[src/rtl/ucseq_pkg.sv]
package ucseq_pkg;
   localparam int CTL_W    = 17;
   localparam int UA_W     = 6;
   localparam int OP_W     = 6;
   localparam int PROG_LEN = 48;

   typedef enum logic [2:0] {
      JT_NEXT, JT_SPIN, JT_FETCH, JT_DISP, JT_FEQZ, JT_FNEZ
   } jump_t;

   typedef struct packed {
      logic [1:0] alu_op;
      logic [1:0] imm_sel;
      logic [2:0] reg_sel;
      logic       en_alu;
      logic       en_imm;
      logic       en_mem;
      logic       en_reg;
      logic       mem_wr;
      logic       reg_wr;
      logic       ld_ma;
      logic       ld_b;
      logic       ld_a;
      logic       ld_ir;
   } ctl_t;

   typedef struct packed {
      ctl_t             ctl;
      jump_t            jt;
      logic [UA_W-1:0]  tgt;
   } uword_t;

   localparam logic [2:0] RS_RF1 = 3'd0, RS_RF2 = 3'd1, RS_RF3 = 3'd2,
                          RS_PC  = 3'd3, RS_LNK = 3'd4, RS_R1PC = 3'd5;
   localparam logic [1:0] IM_S16 = 2'd1, IM_S26 = 2'd2;
   localparam logic [1:0] AL_ADD = 2'd0, AL_INC4 = 2'd1, AL_PASS = 2'd2, AL_FN = 2'd3;

   localparam logic [OP_W-1:0] OP_ALU = 6'd1, OP_ALUI = 6'd2, OP_LD = 6'd3,
      OP_ST = 6'd4, OP_BZ = 6'd5, OP_BNZ = 6'd6, OP_J = 6'd7, OP_JR = 6'd8,
      OP_JL = 6'd9, OP_JLR = 6'd10, OP_MM = 6'd11;

   localparam logic [UA_W-1:0] UA_FETCH = 6'd0, UA_ALU = 6'd4, UA_ALUI = 6'd7,
      UA_LD = 6'd10, UA_ST = 6'd15, UA_BZ = 6'd20, UA_BNZ = 6'd25, UA_J = 6'd30,
      UA_JR = 6'd33, UA_JL = 6'd34, UA_JLR = 6'd38, UA_MM = 6'd41;

   typedef enum logic [4:0] {
      ST_IDLE, ST_MA_PC, ST_IR_MEM, ST_A_PC, ST_PC_INC, ST_A_RF1, ST_B_RF2,
      ST_RF3_FN, ST_B_SX16, ST_MA_AB, ST_RF2_MEM, ST_MEM_RF2, ST_PC_AB,
      ST_B_SX26, ST_PC_RF1, ST_LNK_A, ST_MA_RF1, ST_A_MEM, ST_MA_RF2,
      ST_B_MEM, ST_MA_RF3, ST_MEM_FN
   } step_e;

   function automatic ctl_t step_ctl(step_e s);
      ctl_t c;
      c = '0;
      case (s)
         ST_MA_PC:   begin c.en_reg = 1'b1; c.reg_sel = RS_PC;  c.ld_ma = 1'b1; end
         ST_IR_MEM:  begin c.en_mem = 1'b1; c.ld_ir = 1'b1; end
         ST_A_PC:    begin c.en_reg = 1'b1; c.reg_sel = RS_PC;  c.ld_a = 1'b1; end
         ST_PC_INC:  begin c.en_alu = 1'b1; c.alu_op = AL_INC4; c.reg_wr = 1'b1; c.reg_sel = RS_PC; end
         ST_A_RF1:   begin c.en_reg = 1'b1; c.reg_sel = RS_RF1; c.ld_a = 1'b1; end
         ST_B_RF2:   begin c.en_reg = 1'b1; c.reg_sel = RS_RF2; c.ld_b = 1'b1; end
         ST_RF3_FN:  begin c.en_alu = 1'b1; c.alu_op = AL_FN; c.reg_wr = 1'b1; c.reg_sel = RS_RF3; end
         ST_B_SX16:  begin c.en_imm = 1'b1; c.imm_sel = IM_S16; c.ld_b = 1'b1; end
         ST_MA_AB:   begin c.en_alu = 1'b1; c.alu_op = AL_ADD; c.ld_ma = 1'b1; end
         ST_RF2_MEM: begin c.en_mem = 1'b1; c.reg_wr = 1'b1; c.reg_sel = RS_RF2; end
         ST_MEM_RF2: begin c.en_reg = 1'b1; c.reg_sel = RS_RF2; c.mem_wr = 1'b1; end
         ST_PC_AB:   begin c.en_alu = 1'b1; c.alu_op = AL_ADD; c.reg_wr = 1'b1; c.reg_sel = RS_PC; end
         ST_B_SX26:  begin c.en_imm = 1'b1; c.imm_sel = IM_S26; c.ld_b = 1'b1; end
         ST_PC_RF1:  begin c.en_reg = 1'b1; c.reg_sel = RS_R1PC; c.reg_wr = 1'b1; end
         ST_LNK_A:   begin c.en_alu = 1'b1; c.alu_op = AL_PASS; c.reg_wr = 1'b1; c.reg_sel = RS_LNK; end
         ST_MA_RF1:  begin c.en_reg = 1'b1; c.reg_sel = RS_RF1; c.ld_ma = 1'b1; end
         ST_A_MEM:   begin c.en_mem = 1'b1; c.ld_a = 1'b1; end
         ST_MA_RF2:  begin c.en_reg = 1'b1; c.reg_sel = RS_RF2; c.ld_ma = 1'b1; end
         ST_B_MEM:   begin c.en_mem = 1'b1; c.ld_b = 1'b1; end
         ST_MA_RF3:  begin c.en_reg = 1'b1; c.reg_sel = RS_RF3; c.ld_ma = 1'b1; end
         ST_MEM_FN:  begin c.en_alu = 1'b1; c.alu_op = AL_FN; c.mem_wr = 1'b1; end
         default:    c = '0;
      endcase
      return c;
   endfunction

   function automatic uword_t ucode_word(int unsigned a);
      step_e s;
      jump_t j;
      case (a)
         0:  begin s = ST_MA_PC;   j = JT_NEXT;  end
         1:  begin s = ST_IR_MEM;  j = JT_SPIN;  end
         2:  begin s = ST_A_PC;    j = JT_NEXT;  end
         3:  begin s = ST_PC_INC;  j = JT_DISP;  end
         4:  begin s = ST_A_RF1;   j = JT_NEXT;  end
         5:  begin s = ST_B_RF2;   j = JT_NEXT;  end
         6:  begin s = ST_RF3_FN;  j = JT_FETCH; end
         7:  begin s = ST_A_RF1;   j = JT_NEXT;  end
         8:  begin s = ST_B_SX16;  j = JT_NEXT;  end
         9:  begin s = ST_RF3_FN;  j = JT_FETCH; end
         10: begin s = ST_A_RF1;   j = JT_NEXT;  end
         11: begin s = ST_B_SX16;  j = JT_NEXT;  end
         12: begin s = ST_MA_AB;   j = JT_NEXT;  end
         13: begin s = ST_RF2_MEM; j = JT_SPIN;  end
         14: begin s = ST_IDLE;    j = JT_FETCH; end
         15: begin s = ST_A_RF1;   j = JT_NEXT;  end
         16: begin s = ST_B_SX16;  j = JT_NEXT;  end
         17: begin s = ST_MA_AB;   j = JT_NEXT;  end
         18: begin s = ST_MEM_RF2; j = JT_SPIN;  end
         19: begin s = ST_IDLE;    j = JT_FETCH; end
         20: begin s = ST_A_RF1;   j = JT_NEXT;  end
         21: begin s = ST_IDLE;    j = JT_FNEZ;  end
         22: begin s = ST_A_PC;    j = JT_NEXT;  end
         23: begin s = ST_B_SX16;  j = JT_NEXT;  end
         24: begin s = ST_PC_AB;   j = JT_FETCH; end
         25: begin s = ST_A_RF1;   j = JT_NEXT;  end
         26: begin s = ST_IDLE;    j = JT_FEQZ;  end
         27: begin s = ST_A_PC;    j = JT_NEXT;  end
         28: begin s = ST_B_SX16;  j = JT_NEXT;  end
         29: begin s = ST_PC_AB;   j = JT_FETCH; end
         30: begin s = ST_A_PC;    j = JT_NEXT;  end
         31: begin s = ST_B_SX26;  j = JT_NEXT;  end
         32: begin s = ST_PC_AB;   j = JT_FETCH; end
         33: begin s = ST_PC_RF1;  j = JT_FETCH; end
         34: begin s = ST_A_PC;    j = JT_NEXT;  end
         35: begin s = ST_LNK_A;   j = JT_NEXT;  end
         36: begin s = ST_B_SX26;  j = JT_NEXT;  end
         37: begin s = ST_PC_AB;   j = JT_FETCH; end
         38: begin s = ST_A_PC;    j = JT_NEXT;  end
         39: begin s = ST_LNK_A;   j = JT_NEXT;  end
         40: begin s = ST_PC_RF1;  j = JT_FETCH; end
         41: begin s = ST_MA_RF1;  j = JT_NEXT;  end
         42: begin s = ST_A_MEM;   j = JT_SPIN;  end
         43: begin s = ST_MA_RF2;  j = JT_NEXT;  end
         44: begin s = ST_B_MEM;   j = JT_SPIN;  end
         45: begin s = ST_MA_RF3;  j = JT_NEXT;  end
         46: begin s = ST_MEM_FN;  j = JT_SPIN;  end
         47: begin s = ST_IDLE;    j = JT_FETCH; end
         default: begin s = ST_IDLE; j = JT_FETCH; end
      endcase
      return '{ctl: step_ctl(s), jt: j, tgt: UA_FETCH};
   endfunction
endpackage

[src/rtl/ucseq_store.sv]
module ucseq_store
   import ucseq_pkg::*;
#(
   parameter int DEPTH = 64
) (
   input  logic            clk,
   input  logic            rst,
   input  logic [UA_W-1:0] addr,
   output uword_t          word
);
   uword_t rom [DEPTH];

   initial begin
      assert (DEPTH >= PROG_LEN && DEPTH <= (1 << UA_W))
         else $error("store depth %0d outside %0d..%0d", DEPTH, PROG_LEN, 1 << UA_W);
   end

   for (genvar a = 0; a < DEPTH; a++) begin : g_word
      assign rom[a] = ucode_word(a);
   end

   assign word = rom[addr];


   bus_src_chk: assert property (@(posedge clk) disable iff (rst)
      $onehot0({word.ctl.en_reg, word.ctl.en_mem, word.ctl.en_imm, word.ctl.en_alu}));
endmodule

[src/rtl/ucseq_dispatch.sv]
module ucseq_dispatch
   import ucseq_pkg::*;
(
   input  logic [OP_W-1:0] opcode,
   output logic [UA_W-1:0] entry
);
   always_comb begin
      case (opcode)
         OP_ALU:  entry = UA_ALU;
         OP_ALUI: entry = UA_ALUI;
         OP_LD:   entry = UA_LD;
         OP_ST:   entry = UA_ST;
         OP_BZ:   entry = UA_BZ;
         OP_BNZ:  entry = UA_BNZ;
         OP_J:    entry = UA_J;
         OP_JR:   entry = UA_JR;
         OP_JL:   entry = UA_JL;
         OP_JLR:  entry = UA_JLR;
         OP_MM:   entry = UA_MM;
         default: entry = UA_FETCH;
      endcase
   end
endmodule

[src/rtl/ucseq_next.sv]
module ucseq_next
   import ucseq_pkg::*;
(
   input  logic            clk,
   input  logic            rst,
   input  jump_t           jt,
   input  logic [UA_W-1:0] tgt,
   input  logic [UA_W-1:0] entry,
   input  logic            zero,
   input  logic            busy,
   output logic [UA_W-1:0] upc
);
   logic [UA_W-1:0] upc_inc;
   logic [UA_W-1:0] upc_nxt;

   assign upc_inc = upc + 1'b1;

   always_comb begin
      case (jt)
         JT_NEXT:  upc_nxt = upc_inc;
         JT_SPIN:  upc_nxt = busy ? upc : upc_inc;
         JT_FETCH: upc_nxt = tgt;
         JT_DISP:  upc_nxt = entry;
         JT_FEQZ:  upc_nxt = zero ? tgt : upc_inc;
         JT_FNEZ:  upc_nxt = zero ? upc_inc : tgt;
         default:  upc_nxt = tgt;
      endcase
   end

   always_ff @(posedge clk) begin
      if (rst) upc <= UA_FETCH;
      else     upc <= upc_nxt;
   end


   spin_hold_chk: assert property (@(posedge clk) disable iff (rst)
      (jt == JT_SPIN && busy) |=> (upc == $past(upc)));

   disp_entry_chk: assert property (@(posedge clk) disable iff (rst)
      (jt == JT_DISP) |=> (upc == $past(entry)));

   cond_taken_chk: assert property (@(posedge clk) disable iff (rst)
      ((jt == JT_FEQZ && zero) || (jt == JT_FNEZ && !zero)) |=> (upc == $past(tgt)));

   fetch_ret_chk: assert property (@(posedge clk) disable iff (rst)
      (jt == JT_FETCH) |=> (upc == $past(tgt)));
endmodule

[src/rtl/ucode_seq.sv]
module ucode_seq
   import ucseq_pkg::*;
#(
   parameter int DEPTH = 64
) (
   input  logic              clk,
   input  logic              rst,
   input  logic [OP_W-1:0]   opcode,
   input  logic              zero,
   input  logic              busy,
   output logic [CTL_W-1:0]  ctl
);
   logic [UA_W-1:0] upc;
   logic [UA_W-1:0] entry;
   uword_t          word;

   ucseq_store #(.DEPTH(DEPTH)) u_store (
      .clk  (clk),
      .rst  (rst),
      .addr (upc),
      .word (word)
   );

   ucseq_dispatch u_disp (
      .opcode (opcode),
      .entry  (entry)
   );

   ucseq_next u_next (
      .clk   (clk),
      .rst   (rst),
      .jt    (word.jt),
      .tgt   (word.tgt),
      .entry (entry),
      .zero  (zero),
      .busy  (busy),
      .upc   (upc)
   );

   assign ctl = word.ctl;


   rst_fetch_chk: assert property (@(posedge clk) disable iff (rst)
      $past(rst) |-> (upc == UA_FETCH));
endmodule

[config.mk]
export PLATFORM = sky130hd
export DESIGN_NAME = ucode_seq
export DESIGN_NICKNAME = d
export VERILOG_FILES = /design/src/rtl/ucseq_pkg.sv /design/src/rtl/ucseq_store.sv /design/src/rtl/ucseq_dispatch.sv /design/src/rtl/ucseq_next.sv /design/src/rtl/ucode_seq.sv
export SDC_FILE = /design/constraint.sdc
export NUM_CORES = 1
export LEC_CHECK = 0
export ABC_AREA = 1
export CAP_MARGIN = 20
export CORE_ASPECT_RATIO = 2
export CORE_MARGIN = 3
export CORE_UTILIZATION = 45
export CTS_CLUSTER_DIAMETER = 100
export DETAILED_ROUTE_END_ITERATION = 8
export HOLD_SLACK_MARGIN = 0.15
export PLACE_DENSITY = 0.7
export SLEW_MARGIN = 10
export SYNTH_ARGS = -nofsm -noshare
export SYNTH_HDL_FRONTEND = slang
export SYNTH_SLANG_ARGS = --single-unit
[constraint.sdc]
create_clock -name clk -period 2.4 [get_ports clk]
set_input_delay 0.48 -clock clk [delete_from_list [all_inputs] [get_ports clk]]
set_output_delay 0.48 -clock clk [all_outputs]
set_load 0.05 [all_outputs]
==> run_results.csv <==
group,metric,value,unit
cells_and_area,top_register,"u_next.upc",
cts,clockBufferDepth,2,
route,drt_iter0_markers,53,
global_routing,grt_max_degree,23,
logic_synthesis,yosysUniqueCellTypes,39,
worst_setup_path,reg2reg_slack,420,ps
cts,cts_htree_levels,1,
cells_and_area,drive_above_1_share,23.8,%
pwr,p_leak,0.000996,uW
timing,max_slew_margin,67.4,%
logic_synthesis,synthFlopType,"dfxtp_1",
timing,clock_skew,4.69,ps
placement,place_hpwl,4380,um
run_status,status,"completed",
cells_and_area,syn_to_final_growth,36.0,%
placement,io_buffers,26,
logic_synthesis,synth_top_cell_by_area,"nand2_1",
die,ios,27,
worst_setup_path,crit_required,1920,ps
timing,rsz0062_at_grt,"false",
logic_synthesis,synth_area_leaders,"nand2_1 17%, ha_1 11%, dfxtp_1 7.9%",
cts,clk-insertion-delay-late,220,ps
logic_synthesis,synth_edf_count,0,
die,die-area,4150,um2
worst_setup_path,crit_family,"simple AND/OR/NAND/NOR gates",
cells_and_area,nFillCells,296,
worst_setup_path,path_buf_inv,2,
timing,clock.fmax,0.436,GHz
cts,root_buffer,"clkbuf_8",
cells_and_area,finish.net_count,311,
worst_setup_path,arrival,1810,ps
timing,holdWs,653,ps
cells_and_area,fin_area,2070,um2
logic_synthesis,seq_area_frac_synth,7.91,%
worst_hold_path,hp-start,"u_next.upc[0]",
die,dieHeight,88.2,um
worst_setup_path,path_common_cell,"nor2_1",
route,drt.antenna.violating_nets,0,
worst_setup_path,crit_path_end_kind,"primary output",
die,num_rows,29,
logic_synthesis,async_reset_ff_share,0,%
cells_and_area,largest_register_ffs,6,
worst_hold_path,hold_class,"reg -> reg",
global_routing,antenna_found_initial,0,
cts,cts_tree,"built",
logic_synthesis,syn_area,1520,um2
route,route.detailed.drc,0,
timing,fin_crit,2290,ps
logic_synthesis,ys_warn_count,0,
placement,gp_congestion,0.930,
worst_setup_path,cp_slowest_stage_delay,360,ps
worst_setup_path,critPathKind,"reg -> out",
worst_setup_path,crit_fanout,5,
cts,post_cts_buffers,0,
timing,setup_viol,0,
worst_setup_path,start_kind,"register",
worst_setup_path,critPathLaunch,"u_next.upc[4]",
cts,cts_made_buffers,3,
worst_setup_path,r2r-start,"u_next.upc[0]",
global_routing,grt_remaining_overflow,0,
cts,clkTransAtPathRegs,40,ps
route,via_count,1821,
global_routing,track_usage,27.3,%
cells_and_area,antennaDiodeCount,0,
logic_synthesis,netlist.area_leader.share,17.1,%
cts,holdBufCountCts,0,
worst_setup_path,slowest_stage,"dfxtp_1",
timing,slew_viol_final,0,
die,die_x,47.1,um
route,wl,5080,um
timing,finalHoldViolCount,0,
route,drtPass1Iterations,5,
route,vias_per_cell,5.74,
route,wl_per_cell,16.0,um
logic_synthesis,synthesis.nets,276,
timing,fin_ws,106,ps
worst_setup_path,crit_path_cell_trace,"nor2_1 > inv_1 > nor2_1 > nand2_1 > o21ai_0 > buf_12",
cells_and_area,final_cell_mix,"69 x nand2_1, 25 x nor2_1, 24 x inv_1",
cells_and_area,final_core_utilization,64.7,%
pwr,powerDensity,705,nW/um2
global_routing,grt_pass1_vias,1772,
placement,postPlaceCellArea,2000,um2
cells_and_area,layout_commonest_cell,"nand2_1",
logic_synthesis,synth_cells,253,
pwr,ir_worst_vdd,647,uV
placement,post-place-ws,145,ps
cells_and_area,top_regs,"u_next.upc x6",
timing,tightest_slew,482,ps
cts,cts.sinks,6,
global_routing,grt_pass1_wl,8200,um
die,start_util,47.6,%
run,maxCapViolCount,0,
die,core,3190,um2
logic_synthesis,yosys_register_bits,6,
logic_synthesis,syn_avg_cell_area,6.00,um2
timing,finalCritPeriodShare,95.6,%
layer usage:
layer	global-route usage, %	vias to the layer above	part of all wire (%)
met1	24.3	818	31
li1	-	904	-
met5	0	-	0
met2	53.5	73	59
met3	1.03	26	3.0
met4	17.1	0	6.9
per-stage QoR:
| step | setup TNS [ps] | power (uW) | cells |
|---|---|---|---|
| 3_5_place_dp | 0 | 1270 | 314 |
| 5_1_grt | 0 | 1550 | 317 |
| 6_report | 0 | 1460 | 317 |
| 2_1_floorplan | -186 | 851 | 253 |
| 4_1_cts | 0 | 1430 | 317 |
| 3_3_place_gp | 0 | 1270 | 314 |
power breakdown:
group | total (uW) | switching [uW] | internal [uW]
registers | 122 | 7.34 | 114
clock network | 154 | 45.7 | 108
logic | 1180 | 698 | 484
synth_stat cells, types with 5 or more instances:
library cell / instances
nand2_4: 5
a21oi_1: 19
nor2_1: 25
nand3_1: 20
nand2_2: 6
dfxtp_1: 6
o21ai_0: 14
nand2_1: 69
ha_1: 13
inv_1: 25
area by class of cell:
| cell class | instances | area [um2] | area share (%) |
|---|---|---|---|
| Inverter | 31 | 125 | 6.06 |
| Multi-Input combinational cell | 207 | 1220 | 59.3 |
| Tap cell | 31 | 38.8 | 1.88 |
| Timing Repair Buffer | 39 | 515 | 25.0 |
| Sequential cell | 6 | 120 | 5.81 |
| Clock buffer | 3 | 41.3 | 2.00 |
timing repair:
item | in CTS | in global routing
endpoints found under the setup margin | 2 | 7
pin swaps | 0 | 1
resized for setup | 1 | 6
worst register-to-register path: cells and delay by family (launching register included):
kind / cells / cell delay, ps
flip-flops: 1 / 330
AO/OA/AOI/OAI: 1 / 130
buffers and inverters: 2 / 220
AND/OR/NAND/NOR: 9 / 900
adder cells (fa/ha/maj): 1 / 270
logic make-up after synthesis:
| kind of cell | after synthesis | share of synthesized area (%) |
|---|---|---|
| AO/OA/AOI/OAI | 52 | 20.6 |
| flip-flops | 6 | 7.91 |
| XOR/XNOR | 3 | 1.73 |
| buffers and inverters | 40 | 14.0 |
| adder cells (fa/ha/maj) | 13 | 10.7 |
| AND/OR/NAND/NOR | 139 | 45.1 |
path summary, 6_finish.rpt:
path | to | depth (start not counted)
setup / recovery | ctl[5] | 6
hold / removal | u_next.upc[0] | 3
setup reg to reg | u_next.upc[2] | 13
hold reg to reg | u_next.upc[0] | 3
Power figures use the tool's default switching activity.
